**src/rtl/rc_pkg.sv**
```systemverilog
package rc_pkg;

   typedef enum logic [1:0] {
      LN_IDLE  = 2'd0,
      LN_REQ   = 2'd1,
      LN_ACK   = 2'd2,
      LN_QUIET = 2'd3
   } line_sym_t;

   typedef enum logic [2:0] {
      ST_OFF,
      ST_CONTEND,
      ST_WAIT,
      ST_REQSENT,
      ST_ROOT,
      ST_CHILD
   } arb_state_t;

endpackage

```
**src/rtl/rc_coin.sv**
```systemverilog
module rc_coin #(
   parameter int          LFSR_W = 16,
   parameter int          THR_W  = 8,
   parameter logic [15:0] SEED   = 16'hB5C3
) (
   input  logic             clk,
   input  logic             rst_n,
   input  logic [THR_W-1:0] thr,
   output logic             fast
);

   logic [LFSR_W-1:0] lfsr_q;
   logic              fb;

   if (THR_W > LFSR_W) begin : g_bad_thr
      $error("rc_coin: threshold wider than LFSR");
   end

   generate
      if (LFSR_W == 16) begin : g_l16
         assign fb = lfsr_q[15] ^ lfsr_q[13] ^ lfsr_q[12] ^ lfsr_q[10];
      end else if (LFSR_W == 8) begin : g_l8
         assign fb = lfsr_q[7] ^ lfsr_q[5] ^ lfsr_q[4] ^ lfsr_q[3];
      end else begin : g_lbad
         $error("rc_coin: unsupported LFSR width");
         assign fb = 1'b0;
      end
   endgenerate

   always_ff @(posedge clk or negedge rst_n) begin
      if (!rst_n) begin
         lfsr_q <= LFSR_W'(SEED) | LFSR_W'(1);
      end else begin
         lfsr_q <= {lfsr_q[LFSR_W-2:0], fb};
      end
   end

   // all-ones threshold forces the fast outcome
   assign fast = (&thr) || (lfsr_q[THR_W-1:0] < thr);

endmodule

```
**src/rtl/rc_backoff_timer.sv**
```systemverilog
module rc_backoff_timer #(
   parameter int CNT_W = 8,
   parameter int OFF_W = 8,
   parameter int F_MIN = 76,
   parameter int F_MAX = 85,
   parameter int S_MIN = 159,
   parameter int S_MAX = 167
) (
   input  logic             clk,
   input  logic             rst_n,
   input  logic             clr,
   input  logic             fast_sel,
   input  logic [OFF_W-1:0] offset,
   input  logic             run,
   input  logic             tick,
   output logic             expired,
   output logic [CNT_W-1:0] cnt
);

   localparam int OFF_MAX   = (1 << OFF_W) - 1;
   localparam bit NEED_CLMP = (F_MIN + OFF_MAX > F_MAX) || (S_MIN + OFF_MAX > S_MAX);

   if (OFF_W > CNT_W) begin : g_bad_off
      $error("rc_backoff_timer: offset wider than counter");
   end

   logic [CNT_W-1:0] win_lo, win_hi, tgt_d, tgt_q, cnt_q;
   logic [CNT_W:0]   sum;

   assign win_lo = fast_sel ? CNT_W'(F_MIN) : CNT_W'(S_MIN);
   assign win_hi = fast_sel ? CNT_W'(F_MAX) : CNT_W'(S_MAX);
   assign sum    = {1'b0, win_lo} + (CNT_W+1)'(offset);

   generate
      if (NEED_CLMP) begin : g_clamp
         assign tgt_d = (sum > {1'b0, win_hi}) ? win_hi : sum[CNT_W-1:0];
      end else begin : g_noclamp
         assign tgt_d = sum[CNT_W] ? win_hi : sum[CNT_W-1:0];
      end
   endgenerate

   always_ff @(posedge clk or negedge rst_n) begin
      if (!rst_n) begin
         cnt_q <= '0;
         tgt_q <= CNT_W'(S_MAX);
      end else if (clr) begin
         cnt_q <= '0;
         tgt_q <= tgt_d;
      end else if (run && tick && (cnt_q < CNT_W'(S_MAX))) begin
         cnt_q <= cnt_q + 1'b1;
      end
   end

   assign expired = run && (cnt_q >= tgt_q);
   assign cnt     = cnt_q;

endmodule

```
**src/rtl/rc_arb_fsm.sv**
```systemverilog
module rc_arb_fsm #(
   parameter int RND_W = 8
) (
   input  logic             clk,
   input  logic             rst_n,
   input  logic             restart,
   input  logic             start,
   input  logic [1:0]       rx,
   input  logic             expired,
   output logic             tmr_clr,
   output logic             tmr_run,
   output logic [1:0]       tx,
   output logic             root,
   output logic             child,
   output logic [RND_W-1:0] rounds
);
   import rc_pkg::*;

   arb_state_t       st_q, st_d;
   logic             pidle_q, pidle_d;
   logic [RND_W-1:0] rnd_q, rnd_d;

   always_comb begin
      st_d    = st_q;
      pidle_d = pidle_q;
      rnd_d   = rnd_q;
      if (restart) begin
         st_d    = ST_OFF;
         pidle_d = 1'b0;
         rnd_d   = '0;
      end else begin
         unique case (st_q)
            ST_OFF: begin
               if (start) st_d = ST_CONTEND;
            end
            ST_CONTEND: begin
               st_d    = ST_WAIT;
               pidle_d = (rx == LN_IDLE);
            end
            ST_WAIT: begin
               if (expired) begin
                  st_d = pidle_q ? ST_REQSENT : ST_ROOT;
               end else if (rx == LN_IDLE) begin
                  pidle_d = 1'b1;
               end else if (rx == LN_REQ) begin
                  pidle_d = 1'b0;
               end
            end
            ST_REQSENT: begin
               if (rx == LN_ACK) begin
                  st_d = ST_CHILD;
               end else if (rx == LN_REQ) begin
                  st_d  = ST_CONTEND;
                  rnd_d = rnd_q + 1'b1;
               end
            end
            ST_ROOT, ST_CHILD: st_d = st_q;
            default: st_d = ST_OFF;
         endcase
      end
   end

   always_ff @(posedge clk or negedge rst_n) begin
      if (!rst_n) begin
         st_q    <= ST_OFF;
         pidle_q <= 1'b0;
         rnd_q   <= '0;
      end else begin
         st_q    <= st_d;
         pidle_q <= pidle_d;
         rnd_q   <= rnd_d;
      end
   end

   always_comb begin
      unique case (st_q)
         ST_CONTEND, ST_REQSENT: tx = LN_REQ;
         ST_WAIT:                tx = LN_IDLE;
         ST_ROOT:                tx = LN_ACK;
         default:                tx = LN_QUIET;
      endcase
   end

   assign tmr_clr = (st_q == ST_CONTEND);
   assign tmr_run = (st_q == ST_WAIT);
   assign root    = (st_q == ST_ROOT);
   assign child   = (st_q == ST_CHILD);
   assign rounds  = rnd_q;

endmodule

```
**src/rtl/root_contend_ctrl.sv**
```systemverilog
module root_contend_ctrl #(
   parameter int F_MIN = 76,
   parameter int F_MAX = 85,
   parameter int S_MIN = 159,
   parameter int S_MAX = 167,
   parameter int OFF_W = 8,
   parameter int THR_W = 8,
   parameter int RND_W = 8,
   parameter int LFSR_W = 16
) (
   input  logic             clk,
   input  logic             rst_n,
   input  logic             restart,
   input  logic             start,
   input  logic             tick,
   input  logic [1:0]       rx_line,
   input  logic [THR_W-1:0] fast_thr,
   input  logic [OFF_W-1:0] exp_offset,
   output logic [1:0]       tx_line,
   output logic             is_root,
   output logic             is_child,
   output logic [RND_W-1:0] round_cnt
);

   localparam int CNT_W = $clog2(S_MAX + 1);

   if (F_MIN > F_MAX || S_MIN > S_MAX || F_MAX >= S_MIN || F_MIN < 1) begin : g_bad_win
      $error("root_contend_ctrl: back-off windows out of order");
   end

   logic             coin_fast, tmr_clr, tmr_run, tmr_exp;
   logic [CNT_W-1:0] tmr_cnt;

   rc_coin #(.LFSR_W(LFSR_W), .THR_W(THR_W)) u_coin (
      .clk  (clk),
      .rst_n(rst_n),
      .thr  (fast_thr),
      .fast (coin_fast)
   );

   rc_backoff_timer #(
      .CNT_W(CNT_W), .OFF_W(OFF_W),
      .F_MIN(F_MIN), .F_MAX(F_MAX), .S_MIN(S_MIN), .S_MAX(S_MAX)
   ) u_tmr (
      .clk     (clk),
      .rst_n   (rst_n),
      .clr     (tmr_clr),
      .fast_sel(coin_fast),
      .offset  (exp_offset),
      .run     (tmr_run),
      .tick    (tick),
      .expired (tmr_exp),
      .cnt     (tmr_cnt)
   );

   rc_arb_fsm #(.RND_W(RND_W)) u_fsm (
      .clk    (clk),
      .rst_n  (rst_n),
      .restart(restart),
      .start  (start),
      .rx     (rx_line),
      .expired(tmr_exp),
      .tmr_clr(tmr_clr),
      .tmr_run(tmr_run),
      .tx     (tx_line),
      .root   (is_root),
      .child  (is_child),
      .rounds (round_cnt)
   );

endmodule

```
**config.mk**
```make
export PLATFORM = sky130hd
export DESIGN_NAME = root_contend_ctrl
export DESIGN_NICKNAME = d
export VERILOG_FILES = /design/src/rtl/rc_pkg.sv /design/src/rtl/rc_coin.sv /design/src/rtl/rc_backoff_timer.sv /design/src/rtl/rc_arb_fsm.sv /design/src/rtl/root_contend_ctrl.sv
export SDC_FILE = /design/constraint.sdc
export NUM_CORES = 1
export LEC_CHECK = 0
export BUFFER_PORTS_ARGS = -buffer_cell sky130_fd_sc_hd__buf_2
export CORE_UTILIZATION = 54
export CTS_BUF_LIST = sky130_fd_sc_hd__clkbuf_4 sky130_fd_sc_hd__clkbuf_8
export DETAILED_ROUTE_END_ITERATION = 10
export GPL_TIMING_DRIVEN = 0
export PLACE_DENSITY = 0.89
export SYNTH_ARGS = -nofsm -noshare
export SYNTH_HDL_FRONTEND = slang
export SYNTH_SLANG_ARGS = --single-unit
```
**constraint.sdc**
```tcl
create_clock -name clk -period 4.25 [get_ports clk]
set_input_delay 0.6375 -clock clk [delete_from_list [all_inputs] [get_ports clk]]
set_output_delay 0.6375 -clock clk [all_outputs]
set_load 0.01 [all_outputs]
```
==> results by group, run 1 <==
Run status
  • Status: finished clean

GRT
  • Vias in the first global route: 1,999
  • Met1 usage: 0.263
  • First-pass GRT wire length: 8.60 mm
  • Largest net degree at the start of global routing: 45
  • Grt ovf: 0
  • GR peak layer: met2
  • GR met2 Demand/Resource: 0.374
  • Tot GR Track Use: 0.216
  • Initial antenna violation count: 0
  • Met3 Usage GRT: 0.0394

Drt
  • Routed wire length: 5.24 mm
  • Routed Antenna Nets: 0
  • DR iter-0 viols: 178
  • Number of vias per cell: 5.63
  • Via count: 2,038
  • Detailed Routing Iterations Pass 1: 4
  • DR DRC count: 0
  • Routed len/inst: 14.5 um

Setup path
  • CP Data Required Time: 4.43 ns
  • CP startpoint kind: primary input
  • Worst stage delay on the critical path: 0.50 ns
  • CP max stage cell: or4_4
  • Crit-path max FO: 4
  • CP top delay family: compound AO/OA/AOI/OAI gates
  • CP bufs+invs: 2
  • Critical Path End Type: flop
  • Setup Crit Path Kind: primary input to flop
  • Worst r2r src: u_coin.lfsr_q[1]
  • Reg2reg setup slack: 0.12 ns
  • WP data arrival: 4.33 ns
  • Worst-path cell chain: buf_2, nand4_1, or4_4, and3_4, a21oi_4, inv_4, ha_4, fa_2, o31a_4, o21ai_4, xnor2_2, ha_1, nand3_1, nand2_1, a2111oi_2, or2_1, a211oi_1, a221o_1
  • Worst reg2reg endpoint: u_tmr.tgt_q[6]
  • FF-to-FF path depth: 17

Cells and area
  • Layout cells sized above 1: 0.310
  • Non-filler cells, final: 362
  • Area delta synth->final: 20.4%
  • Final Util: 0.701
  • Fill count: 318
  • ANT cells: 0
  • NumNets Final: 363

Clock tree
  • Maximum root-to-sink buffer count: 2
  • Clk sink count: 44
  • H-tree lvl count: 2
  • CTS Buf Count: 5
  • Skew-Pair Late Insertion Delay: 0.29 ns
  • CTS tree: yes
  • Clk slew on worst S/H paths: 0.07 ns
  • CTS root buffer: clkbuf_8
  • Hold-fix buffers, CTS: 0

Job
  • Max-Cap Viols: 0

Synthesis
  • Post-synth top area cell: dfrtp_1
  • Flops & latches, synth: 44
  • Top_reg_cell synth: dfrtp_1
  • Synth cell types: 50
  • Syn nets: 313
  • Post-synthesis mux area share: 0.00382
  • Seq/Total Area, Yosys: 0.427
  • Largest family of logic cells by synthesized area: simple AND/OR/NAND/NOR gates
  • Synth Area in Compound Gates: 0.149
  • Synth top area cells: dfrtp_1 (29%), ha_1 (14%), dfstp_2 (14%)
  • Synth Area per Inst: 10.1 um^2
  • Post-synthesis xor/xnor area fraction: 0.0702
  • Async S/R FF share, synth: 1.00
  • Post-Synth Simple-Gate Area: 0.158
  • Synth Warn #: 0
  • Synth Area in Adders: 0.151
  • Post-synth EDFFs: 0
  • Post-synth top area share: 0.286
  • Syn Std Cell Area: 2620 um^2
  • Post-synthesis cell count: 259

Placed design
  • Gpl congestion: 0.911
  • Cells after DPL: 345
  • Buffers on Ports: 34
  • Post-DP HPWL: 3.66 mm

STA
  • Hold Vio Cnt, Final: 0
  • Highest clock rate: 0.241 GHz
  • Final setup vio count: 0
  • Slew HR: 0.383
  • Post-route clock period utilization: 0.978
  • TNS Setup: 0 ns
  • Final Skew: 0.00758 ns
  • Min Tclk post-route: 4.16 ns
  • Final Slew Violations: 0
  • Worst-Margin Slew: 0.925 ns

Floorplan
  • Die Y: 71.7 um
  • Site Rows: 24
  • Core area: 4500 um^2
  • Die area: 5140 um^2
  • Top-Level Pins: 35
  • Die width: 71.7 um
  • Initial Utilization: 0.582

Hold path
  • Hold path startpoint: u_coin.lfsr_q[14]
  • Hold Crit Class: flop to flop
  • WHS Endpoint: u_coin.lfsr_q[15]
  • Hold path depth: 0

Power and ir drop
  • Leak: 1.56 nW
  • Worst VDD drop: 0.000226 V
  • Tot Pwr: 0.00103 W
  • PD cells: 325 nW/um^2
## stage by stage
step                instance area [um^2]  hold slack, ns  worst slack [ns]
global route                        3160           0.372           -0.0281
finish                              3160           0.357            0.0947
CTS                                 3030           0.361            0.0229
global placement                    2890           0.334            -0.438
floorplan                           2650           0.333           -0.0917
detailed placement                  2890           0.346            -0.559
## cell usage after synthesis (5+ instances only)
library cell   n
nand3_1        5
xor2_1        11
ha_1          30
a221o_1        5
a211oi_1       5
nand2_1       19
xnor2_1       10
dfstp_2       14
dfrtp_1       30
nor2_1        34
and3_1         5
a21oi_1       10
inv_1         21
## where the power goes
part           internal (W)  switching (W)
Combinational      0.000125       0.000141
Sequential         0.000471      0.0000308
Clock              0.000128       0.000130
## state kept, by name (all words and copies together), names as in the netlist
signal,count
u_coin.lfsr_q,16
u_fsm.pidle_q,1
u_tmr.cnt,8
u_fsm.rounds,8
u_fsm.st_q,3
u_tmr.tgt_q,8
## metal layers
layer,part of all wire,vias to the layer above
li1,-,1002
met1,0.43,969
met2,0.52,50
met3,0.023,17
met4,0.024,0
met5,0,-
## how the worst max path moves through the flow
stage / startpoint / end / slack (ns) / depth (start not counted)
6_report: fast_thr[3] / u_tmr.tgt_q[6] / 0.09 / 18
5_1_grt: fast_thr[2] / u_tmr.tgt_q[6] / -0.03 / 18
3_5_place_dp: fast_thr[1] / u_tmr.tgt_q[6] / -0.56 / 20
4_1_cts: fast_thr[2] / u_tmr.tgt_q[6] / 0.02 / 19
2_1_floorplan: fast_thr[5] / u_tmr.tgt_q[4] / -0.09 / 18
3_3_place_gp: fast_thr[2] / u_tmr.tgt_q[6] / -0.44 / 19
## final cells by class
| cell class | count | area, um^2 | area share |
|---|---|---|---|
| Multi-Input combinational cell | 188 | 1540 | 0.486 |
| Clock buffer | 7 | 83.8 | 0.0266 |
| Sequential cell | 44 | 1120 | 0.354 |
| Timing Repair Buffer | 44 | 249 | 0.0789 |
| Clock inverter | 1 | 5.00 | 0.00159 |
| Tap cell | 52 | 65.1 | 0.0206 |
| Inverter | 22 | 85.1 | 0.0270 |
| Buffer | 4 | 15.0 | 0.00476 |
## repair_timing
action / in CTS / in global routing
resized for setup: 2 / 16
pin swaps: 5 / 8
cloned: 0 / 0
setup endpoints to repair: 8 / 8
setup buffers: 6 / 4
endpoints found under the hold margin: 0 / 0
## logic make-up after synthesis
| family | Yosys count |
|---|---|
| buffers and inverters | 27 |
| XOR/XNOR | 21 |
| adder cells (fa/ha/maj) | 31 |
| multiplexers | 1 |
| AND/OR/NAND/NOR | 86 |
| AO/OA/AOI/OAI | 49 |
| flip-flops | 44 |
## layout by cell type, fill, tap and decap left out, types with 3 or more instances in the layout
cell      synthesis  layout
nor3_1            4       3
and3_1            5       4
ha_4              0       4
clkbuf_8          0       5
clkbuf_1          4       4
a211oi_2          1       3
inv_1            21      20
a31oi_1           3       3
a21oi_2           0       3
nor2_1           34      34
nand2b_1          4       4
a221o_1           5       5
buf_2             0      34
a21oi_1          10       7
dfrtp_1          30      30
buf_4             0       9
o21a_1            4       4
dfstp_2          14      14
ha_1             30      26
xnor2_1          10       9
a211o_1           3       3
a211oi_1          5       3
nand3_1           5       5
xor2_1           11      11
nand2_1          19      18
nand4_1           4       4
No activity file was read; power rests on OpenSTA's default activity.
==> inputs of run 2 (changes only) <==
PLACE_DENSITY = unset   (was 0.89)
PLACE_DENSITY_LB_ADDON = 0.2   (was unset)
==> run 2 against run 1 <==
- clock power up 31%
- worst hold slack improved by 0.0013 ns
- clock skew hardly changed
- sequential cell count did not move
- power up 6.4%
- via count decreased by 3.1%
- largest cell class unchanged
- largest power group unchanged
==> results by group, run 2 (synthesis results as in run 1) <==
Setup path
  • Critical Path End Type: flop
  • Worst r2r src: u_coin.lfsr_q[4]
  • Crit path from: fast_thr[4]
  • Worst Setup EP: u_tmr.tgt_q[4]
  • Worst reg2reg endpoint: u_tmr.tgt_q[4]
  • CP startpoint kind: primary input
  • CP max stage cell: fa_2
  • Worst stage delay on the critical path: 0.37 ns (-0.13 ns)
  • CP top delay family: compound AO/OA/AOI/OAI gates
  • Reg2reg setup slack: 0.15 ns (+0.03 ns)
  • WP data arrival: 4.32 ns (about the same)
  • Crit. path cell count: 21 (+3)
  • Setup Crit Path Kind: primary input to flop
  • CP Data Required Time: 4.43 ns (about the same)
  • Worst-path cell chain: buf_2, inv_1, ha_1, a21o_1, a21oi_2, o31ai_2, a21oi_4, inv_4, ha_4, fa_2, o31a_4, o21ai_4, xnor2_2, ha_4, and4_1, nand4_1, o22ai_1, or2_1, and3_4, buf_6, a221o_1
  • Crit-path max FO: 8 (+4)
  • Worst path most repeated cell: ha_4
  • FF-to-FF path depth: 19 (+2)
  • CP bufs+invs: 4 (+2)

Drt
  • Routed Antenna Nets: 0 (unchanged)
  • Routed len/inst: 13.9 um (-4.2%)
  • Routed wire length: 4.98 mm (-5.0%)
  • Via count: 1,974 (-3.1%)
  • DR iter-0 viols: 120 (-33%)
  • Number of vias per cell: 5.50 (-2.3%)
  • DR DRC count: 0 (unchanged)
  • Detailed Routing Iterations Pass 1: 4 (unchanged)

Clock tree
  • Skew-Pair Late Insertion Delay: 0.30 ns (about the same)
  • Clk sink count: 44 (unchanged)
  • Clk slew on worst S/H paths: 0.09 ns (+0.02 ns)
  • CTS Buf Count: 5 (unchanged)
  • CTS root buffer: clkbuf_8
  • Maximum root-to-sink buffer count: 2 (unchanged)
  • CTS tree: yes
  • H-tree lvl count: 2 (unchanged)
  • Hold-fix buffers, CTS: 0 (unchanged)

STA
  • Worst-Margin Slew: 0.937 ns (+0.0121 ns)
  • Post-route clock period utilization: 0.973 (-0.00443)
  • Slew HR: 0.375 (-0.00809)
  • Highest clock rate: 0.242 GHz (+0.46%)
  • TNS Setup: 0 ns (unchanged)
  • Final Skew: 0.00795 ns (+0.000365 ns)
  • Final setup vio count: 0 (unchanged)
  • Min Tclk post-route: 4.14 ns (-0.0188 ns)
  • Final Slew Violations: 0 (unchanged)
  • Hold Vio Cnt, Final: 0 (unchanged)

Power and ir drop
  • Leak: 1.56 nW (-0.24%)
  • Tot Pwr: 0.00109 W (+6.4%)
  • PD cells: 346 nW/um^2 (+6.3%)
  • Worst VDD drop: 0.000158 V (-30%)

GRT
  • Largest net degree at the start of global routing: 45 (unchanged)
  • Tot GR Track Use: 0.207 (-0.00947)
  • First-pass GRT wire length: 8.27 mm (-3.8%)
  • Grt ovf: 0 (unchanged)
  • Vias in the first global route: 1,860 (-7.0%)
  • Initial antenna violation count: 0 (unchanged)

Cells and area
  • Finished Cell Area: 3160 um^2 (about the same)
  • Reg with most FFs: u_coin.lfsr_q
  • Most frequent cells in the layout: nor2_1 (34), buf_2 (34), dfrtp_1 (30), ha_1 (25), inv_1 (21)
  • Final Util: 0.701 (about the same)
  • ANT cells: 0 (unchanged)
  • NumNets Final: 360 (-0.83%)
  • Layout cells sized above 1: 0.293 (-0.0165)
  • Area delta synth->final: 20.5% (about the same)
  • Non-filler cells, final: 359 (-0.83%)
  • Largest register FFs: 16 (unchanged)
  • Fill count: 331 (+4.1%)

Floorplan
  • Top-Level Pins: 35 (unchanged)
  • Die width: 71.7 um (unchanged)
  • Initial Utilization: 0.582 (unchanged)
  • Die Y: 71.7 um (unchanged)
  • Die area: 5140 um^2 (unchanged)
  • Site Rows: 24 (unchanged)
  • Core area: 4500 um^2 (unchanged)

Placed design
  • Post-DP HPWL: 3.48 mm (-5.2%)
  • Buffers on Ports: 34 (unchanged)
  • Cells after DPL: 345 (unchanged)
  • Gpl congestion: 0.855 (-6.1%)
  • Placement Cell Area: 2890 um^2 (unchanged)

Job
  • Max-Cap Viols: 0 (unchanged)

Hold path
  • Hold Crit Class: flop to flop

Run status
  • Status: finished clean
-- run 2: per-stage QoR --
step	worst slack, ns	hold slack, ns
after floorplan	-0.0917	0.333
after global placement	-0.482	0.335
after detailed placement	-0.520	0.338
after CTS	0.00401	0.363
after global routing	-0.0205	0.371
final	0.114	0.358
-- run 2: final cells by class --
type / instances / area, um^2 / area share
sequential: 44 / 1120 / 0.354
tap: 52 / 65.1 / 0.0206
buffer: 5 / 26.3 / 0.00832
timing repair buffer: 40 / 219 / 0.0693
multi-input combinational: 188 / 1520 / 0.482
clock buffer: 6 / 82.6 / 0.0261
clock inverter: 2 / 38.8 / 0.0123
inverter: 22 / 85.1 / 0.0269
-- run 2: routing by layer --
layer	GRT usage	routed length (um)	up-vias	share of wire
met5	0	0	-	0
met4	0.0545	48	0	0.0096
met3	0.0464	141	7	0.028
met2	0.328	2320	31	0.47
met1	0.287	2470	929	0.50
li1	-	-	1007	-
-- run 2: where the power goes --
part | total, W | switching, W | internal [W]
Sequential | 0.000502 | 0.0000304 | 0.000471
Combinational | 0.000253 | 0.000131 | 0.000122
Clock | 0.000337 | 0.000145 | 0.000192
-- run 2: worst min-delay path by stage --
stage                 startpoint                 to  slack, ns  cells past startpoint
2_1_floorplan   u_coin.lfsr_q[9]  u_coin.lfsr_q[10]       0.33                      0
3_3_place_gp    u_coin.lfsr_q[9]  u_coin.lfsr_q[10]       0.34                      0
3_5_place_dp   u_coin.lfsr_q[14]  u_coin.lfsr_q[15]       0.34                      0
4_1_cts        u_coin.lfsr_q[11]  u_coin.lfsr_q[12]       0.36                      0
5_1_grt        u_coin.lfsr_q[14]  u_coin.lfsr_q[15]       0.37                      0
6_report       u_coin.lfsr_q[11]  u_coin.lfsr_q[12]       0.36                      0
-- run 2: timing repair --
action | CTS | global route
setup endpoints to repair | 8 | 8
setup buffers | 4 | 2
endpoints found under the hold margin | 0 | 0
resized for setup | 3 | 11
pin swaps | 3 | 13
